===== src/rtl/pwm2_pkg.sv =====
package pwm2_pkg;
  typedef enum logic {DIR_UP = 1'b0, DIR_DN = 1'b1} dir_e;
endpackage


===== src/rtl/pwm2_shadow.sv =====
module pwm2_shadow #(
  parameter int CNT_W = 16,
  parameter int DT_W  = 8
) (
  input  logic             clk_i,
  input  logic             rst_ni,
  input  logic             load_i,
  input  logic [CNT_W-1:0] period_i,
  input  logic [CNT_W-1:0] duty_a_i,
  input  logic [CNT_W-1:0] duty_b_i,
  input  logic [DT_W-1:0]  dead_i,
  output logic [CNT_W-1:0] per_o,
  output logic [CNT_W-1:0] duty_a_o,
  output logic [CNT_W-1:0] duty_b_o,
  output logic [DT_W-1:0]  dead_o,
  output logic             clamp_o
);
  localparam int SW = CNT_W + 1;
  localparam logic [CNT_W-1:0] PER_MIN = CNT_W'(2);

  logic [CNT_W-1:0] per_in, dead_ext, lim, da, db;
  logic             over_a, over_b;

  always_comb begin
    per_in   = (period_i < PER_MIN) ? PER_MIN : period_i;
    dead_ext = CNT_W'(dead_i);
    lim      = (dead_ext >= per_in) ? '0 : per_in - dead_ext;
    over_a   = duty_a_i > lim;
    over_b   = duty_b_i > lim;
    da       = over_a ? lim : duty_a_i;
    db       = over_b ? lim : duty_b_i;
  end

  always_ff @(posedge clk_i or negedge rst_ni) begin
    if (!rst_ni) begin
      per_o    <= PER_MIN;
      duty_a_o <= '0;
      duty_b_o <= '0;
      dead_o   <= '0;
      clamp_o  <= 1'b0;
    end else if (load_i) begin
      per_o    <= per_in;
      duty_a_o <= da;
      duty_b_o <= db;
      dead_o   <= dead_i;
      clamp_o  <= over_a | over_b;
    end
  end

  p_clamp_bound_r4: assert property (@(posedge clk_i) disable iff (!rst_ni)
    (duty_a_o == '0 || SW'(duty_a_o) + SW'(dead_o) <= SW'(per_o)) &&
    (duty_b_o == '0 || SW'(duty_b_o) + SW'(dead_o) <= SW'(per_o)));
  p_per_min_r9: assert property (@(posedge clk_i) disable iff (!rst_ni)
    per_o >= PER_MIN);
  p_shadow_hold_r7: assert property (@(posedge clk_i) disable iff (!rst_ni)
    !load_i |=> $stable(per_o) && $stable(duty_a_o) && $stable(duty_b_o)
                && $stable(dead_o) && $stable(clamp_o));
endmodule


===== src/rtl/pwm2_counter.sv =====
module pwm2_counter #(
  parameter int CNT_W = 16
) (
  input  logic             clk_i,
  input  logic             rst_ni,
  input  logic             en_i,
  input  logic [CNT_W-1:0] per_i,
  output logic [CNT_W-1:0] cnt_o,
  output pwm2_pkg::dir_e   dir_o,
  output logic             load_o
);
  import pwm2_pkg::*;

  localparam logic [CNT_W-1:0] ONE = CNT_W'(1);

  // capture point: edge that returns the counter to bottom, or idle
  assign load_o = !en_i || (dir_o == DIR_DN && cnt_o == ONE);

  always_ff @(posedge clk_i or negedge rst_ni) begin
    if (!rst_ni) begin
      cnt_o <= '0;
      dir_o <= DIR_UP;
    end else if (!en_i) begin
      cnt_o <= '0;
      dir_o <= DIR_UP;
    end else if (dir_o == DIR_UP) begin
      if (cnt_o == per_i - ONE) begin
        cnt_o <= per_i;
        dir_o <= DIR_DN;
      end else begin
        cnt_o <= cnt_o + ONE;
      end
    end else begin
      if (cnt_o == ONE) dir_o <= DIR_UP;
      cnt_o <= cnt_o - ONE;
    end
  end

  p_cnt_range_r2: assert property (@(posedge clk_i) disable iff (!rst_ni)
    cnt_o <= per_i);
  p_top_turn_r2: assert property (@(posedge clk_i) disable iff (!rst_ni)
    en_i && dir_o == DIR_UP && cnt_o == per_i - ONE |=> dir_o == DIR_DN && cnt_o == $past(per_i));
  p_hold_zero_r8: assert property (@(posedge clk_i) disable iff (!rst_ni)
    !en_i |=> cnt_o == '0 && dir_o == DIR_UP);
endmodule


===== src/rtl/pwm2_gate.sv =====
module pwm2_gate #(
  parameter int DT_W = 8
) (
  input  logic            clk_i,
  input  logic            rst_ni,
  input  logic            en_i,
  input  logic            raw_a_i,
  input  logic            raw_b_i,
  input  logic [DT_W-1:0] dead_i,
  output logic            pwm_a_o,
  output logic            pwm_b_o
);
  logic [DT_W-1:0] idle_q;
  logic            last_a_q;
  logic            gap_ok, a_d, b_d;

  assign gap_ok = idle_q >= dead_i;
  assign a_d = en_i && raw_a_i && !raw_b_i && (last_a_q || gap_ok);
  assign b_d = en_i && raw_b_i && !raw_a_i && (!last_a_q || gap_ok);

  always_ff @(posedge clk_i or negedge rst_ni) begin
    if (!rst_ni) begin
      pwm_a_o  <= 1'b0;
      pwm_b_o  <= 1'b0;
      idle_q   <= '1;
      last_a_q <= 1'b0;
    end else begin
      pwm_a_o <= a_d;
      pwm_b_o <= b_d;
      if (a_d || b_d) begin
        idle_q   <= '0;
        last_a_q <= a_d;
      end else if (idle_q != '1) begin
        idle_q <= idle_q + 1'b1;
      end
    end
  end

  p_no_overlap_r1: assert property (@(posedge clk_i) disable iff (!rst_ni)
    !(pwm_a_o && pwm_b_o));
  p_dead_a_r6: assert property (@(posedge clk_i) disable iff (!rst_ni)
    $rose(pwm_a_o) |-> $past(last_a_q) || $past(idle_q) >= $past(dead_i));
  p_dead_b_r6: assert property (@(posedge clk_i) disable iff (!rst_ni)
    $rose(pwm_b_o) |-> !$past(last_a_q) || $past(idle_q) >= $past(dead_i));
  p_off_r8: assert property (@(posedge clk_i) disable iff (!rst_ni)
    !en_i |=> !pwm_a_o && !pwm_b_o);
endmodule


===== src/rtl/pwm2_top.sv =====
module pwm2_top #(
  parameter int CNT_W = 16,
  parameter int DT_W  = 8
) (
  input  logic             clk_i,
  input  logic             rst_ni,
  input  logic             en_i,
  input  logic [CNT_W-1:0] period_i,
  input  logic [CNT_W-1:0] duty_a_i,
  input  logic [CNT_W-1:0] duty_b_i,
  input  logic [DT_W-1:0]  dead_i,
  output logic             pwm_a_o,
  output logic             pwm_b_o,
  output logic             clamp_o
);
  import pwm2_pkg::*;

  logic [CNT_W-1:0] per_s, duty_a_s, duty_b_s, cnt;
  logic [DT_W-1:0]  dead_s;
  dir_e             dir;
  logic             load, raw_a, raw_b;

  pwm2_counter #(.CNT_W(CNT_W)) u_cnt (
    .clk_i (clk_i),
    .rst_ni(rst_ni),
    .en_i  (en_i),
    .per_i (per_s),
    .cnt_o (cnt),
    .dir_o (dir),
    .load_o(load)
  );

  pwm2_shadow #(.CNT_W(CNT_W), .DT_W(DT_W)) u_shd (
    .clk_i   (clk_i),
    .rst_ni  (rst_ni),
    .load_i  (load),
    .period_i(period_i),
    .duty_a_i(duty_a_i),
    .duty_b_i(duty_b_i),
    .dead_i  (dead_i),
    .per_o   (per_s),
    .duty_a_o(duty_a_s),
    .duty_b_o(duty_b_s),
    .dead_o  (dead_s),
    .clamp_o (clamp_o)
  );

  // A leads the up half, B leads the down half
  assign raw_a = (dir == DIR_UP) && (cnt < duty_a_s);
  assign raw_b = (dir == DIR_DN) && (cnt > per_s - duty_b_s);

  pwm2_gate #(.DT_W(DT_W)) u_gate (
    .clk_i  (clk_i),
    .rst_ni (rst_ni),
    .en_i   (en_i),
    .raw_a_i(raw_a),
    .raw_b_i(raw_b),
    .dead_i (dead_s),
    .pwm_a_o(pwm_a_o),
    .pwm_b_o(pwm_b_o)
  );

  p_halves_r3: assert property (@(posedge clk_i) disable iff (!rst_ni)
    !(raw_a && raw_b));
endmodule


===== config.mk =====
export PLATFORM = sky130hd
export DESIGN_NAME = pwm2_top
export DESIGN_NICKNAME = d
export VERILOG_FILES = /design/src/rtl/pwm2_pkg.sv /design/src/rtl/pwm2_shadow.sv /design/src/rtl/pwm2_counter.sv /design/src/rtl/pwm2_gate.sv /design/src/rtl/pwm2_top.sv
export SDC_FILE = /design/constraint.sdc
export NUM_CORES = 1
export LEC_CHECK = 0
export BUFFER_PORTS_ARGS = -buffer_cell sky130_fd_sc_hd__buf_2
export CAP_MARGIN = 20
export CORE_ASPECT_RATIO = 1.75
export CORE_MARGIN = 2
export CORE_UTILIZATION = 50
export CTS_CLUSTER_DIAMETER = 80
export CTS_CLUSTER_SIZE = 30
export DETAILED_ROUTE_END_ITERATION = 16
export PLACE_DENSITY = 0.7
export SLEW_MARGIN = 15
export SYNTH_ARGS = -nofsm -noshare
export SYNTH_HDL_FRONTEND = slang
export SYNTH_SLANG_ARGS = --single-unit

===== constraint.sdc =====
create_clock -name clk_i -period 4.05 [get_ports clk_i]
set_input_delay 0.405 -clock clk_i [delete_from_list [all_inputs] [get_ports clk_i]]
set_output_delay 0.405 -clock clk_i [all_outputs]
set_load 0.01 [all_outputs]

==> metrics.txt <==
gp weighted congestion 0.980; Worst R2R End u_gate.idle_q[2]$_DFFE_PN1P_; WS Path Type in -> reg; mean area per synthesized cell between 8 and 9 µm²; CTS H-tree lvls 3; slew margin rel. 49.9%; die height 168 µm; mapped cell area between 7000 and 8000 µm²; outcome finished with violations; CP Launch Type primary input; first-pass GRT wire length 39.4 mm; total track usage between 30% and 40%; total number of vias a little under 8000; Fin. Hold Viols 0; Worst Path Buf+Inv 7; worst hold path class in -> async; Final period util 132%; RSZ-0062 raised after global routing true; GR Overflow Total 0; Critical Path Max Stage Delay approximately 0.52 ns; Total Routed Length 25.9 mm; number of global-route vias before repair approximately 8000; ys async rst share 100%; Ys Warns 0; CTS sink count 85; arrival time at the worst endpoint 5.52 ns; Main synth FF type dfrtp_1; CP max stage cell or4_4; synthesized flop and latch total 85; Core Region 14900 µm²; Crit Reg-Reg Startpoint u_shd.per_o[0]$_DFFE_PN0P_; post-route ant nets 0; CP Data Required Time 4.25 ns; max cap viols 0; Yosys cell types 60; # diodes 0; leakage dissipation 5.07 nW; maximum VDD drop roughly 0.00022 V; DRT Pass-1 Iters 5; CTS tree yes; Post-synth EDFFs 0; synthesized instance count 920; sequential area share after synthesis 27.9%; syn_nets 1081; vias per inst between 5 and 6; failing checks setup timing; clock buffer count from CTS 9; Crit path max-delay family compound AO/OA/AOI/OAI gates; CTS root buf clkbuf_16; Layout area overhead 35.1%; Setup WS post-layout -1.28 ns; Hold Buf Count CTS 0; initial antenna violation count 0; Final setup viols 33; total power 3.46 mW; nets@finish 1270; Placed Cells 1242; port bufs 61; CP endpoint kind flip-flop; HPWL after detailed placement around 18 mm; initial core utilization 51.5%; final slew viol count 0; cell area power density 334 nW/µm²; Hold WS around 0.10 ns; Clock Latency Late Sink 0.35 ns; Post-Route Skew just over 0.01 ns; setup TNS -36.86 ns; drt drc 0; clk slew on worst S/H paths 0.07 ns; maximum buffer depth of the clock tree 2; die area 16400 µm²; reg2reg path depth 20; Peak Freq about 190 MHz; I/O pins 62; # fillers 1139; crit path max fanout 10; cell mode on critical path buf_6; Post-Layout Cell Count 1297; row cnt 59; R2R setup slack 0.19 ns; WL/cell 19.9 µm; pre-CTS setup slack -1.77 ns; worst-margin pin slew around 0.75 ns; initial drt markers just under 400; ratio of cells with drive above 1 in the final layout 31.8%; Min Clock Period, post-route 5.33 ns; largest net degree at the start of global routing a little over 60; Die Width 97.6 µm
==> how the worst max path moves through the flow <==
stage                     cells after the start         start                              to
after CTS                                    25  period_i[11]  u_shd.duty_b_o[15]$_DFFE_PN0P_
after global routing                         28  period_i[11]   u_shd.duty_b_o[7]$_DFFE_PN0P_
final                                        28  period_i[11]   u_shd.duty_b_o[7]$_DFFE_PN0P_
after global placement                       24  period_i[11]  u_shd.duty_a_o[11]$_DFFE_PN0P_
after detailed placement                     24  period_i[11]  u_shd.duty_a_o[11]$_DFFE_PN0P_
after floorplan                              23  period_i[11]  u_shd.duty_b_o[13]$_DFFE_PN0P_
==> layer usage <==
layer | share of wire, % | global-route usage (%)
met1 | 35 | 30.9
met2 | 51 | 54.7
met3 | 3.4 | 2.99
met4 | 11 | 26.2
met5 | 0 | 0
==> synth_stat cells, drive strengths merged, types with 32 or more instances <==
cell / instances / area [µm²]
nor2: 61 / 229
mux2i: 32 / 320
nand2: 111 / 417
o21ai: 56 / 280
dfrtp: 76 / 1900
xor2: 40 / 350
a21oi: 47 / 235
nand3: 41 / 205
a21o: 33 / 248
xnor2: 36 / 315
inv: 78 / 293
ha: 100 / 1250
==> final cells by class <==
| cell class | count | area, µm² | share of cell area [%] |
|---|---|---|---|
| timing repair buffer | 217 | 1620 | 15.6 |
| sequential | 85 | 2140 | 20.6 |
| tap | 183 | 229 | 2.21 |
| clock inverter | 6 | 93.8 | 0.906 |
| clock buffer | 10 | 229 | 2.21 |
| multi-input combinational | 718 | 5760 | 55.6 |
| inverter | 78 | 293 | 2.83 |
==> state kept, by name (all words and copies together), names as in the netlist <==
register         flops
u_gate.idle_q        8
u_gate.pwm_b_o       1
u_shd.dead_o         8
u_cnt.cnt_o         16
u_shd.per_o         16
u_shd.duty_b_o      16
u_shd.clamp_o        1
u_cnt.dir_o          1
u_gate.last_a_q      1
u_shd.duty_a_o      16
u_gate.pwm_a_o       1
==> cell usage in the layout (no fill, tap or decap), types with 13 or more instances in the layout <==
| cell | instances |
|---|---|
| xnor2_1 | 36 |
| nand3_1 | 24 |
| inv_1 | 68 |
| buf_2 | 59 |
| dfrtp_1 | 76 |
| nor2_1 | 50 |
| a21o_1 | 33 |
| nand4_1 | 18 |
| nand3_2 | 13 |
| ha_4 | 14 |
| o221ai_2 | 16 |
| o21ai_1 | 25 |
| mux2i_1 | 30 |
| a21oi_1 | 37 |
| ha_1 | 85 |
| buf_6 | 17 |
| buf_4 | 136 |
| xor2_1 | 40 |
| nand2_1 | 109 |
| o21ai_0 | 28 |
==> report_power, final <==
part           switching, mW  total [mW]  internal [mW]  leakage [nW]
sequential            0.0672        1.00          0.935          1.05
combinational          0.817        1.54          0.719          3.87
clock                  0.373       0.921          0.548         0.154
total                   1.26        3.46           2.20          5.07
==> per-stage QoR <==
step,util (%),cell area (µm²)
floorplan,-,7910
global placement,61.3,9140
detailed placement,61.3,9140
CTS,67.6,10100
global route,69.5,10400
finish,69.5,10400
==> cell families (layout without fill, tap and decap cells) <==
| logic type | Yosys count | count (layout) | synth area share [%] |
|---|---|---|---|
| fa+ha+maj | 102 | 102 | 16.8 |
| buf+inv | 120 | 311 | 6.52 |
| xor+xnor | 76 | 76 | 8.68 |
| compound gates | 197 | 200 | 16.5 |
| simple gates | 307 | 307 | 19.3 |
| mux | 33 | 33 | 4.32 |
| flops | 85 | 85 | 27.9 |
==> repair_timing <==
| action | 4_1_cts | 5_1_grt |
|---|---|---|
| setup buffers | 21 | 16 |
| gates resized for setup | 70 | 39 |
| pin swaps | 27 | 18 |
| cloned | 5 | 0 |
| setup endpoints to repair | 33 | 42 |
Note: power is estimated with default switching activity, not from simulation.
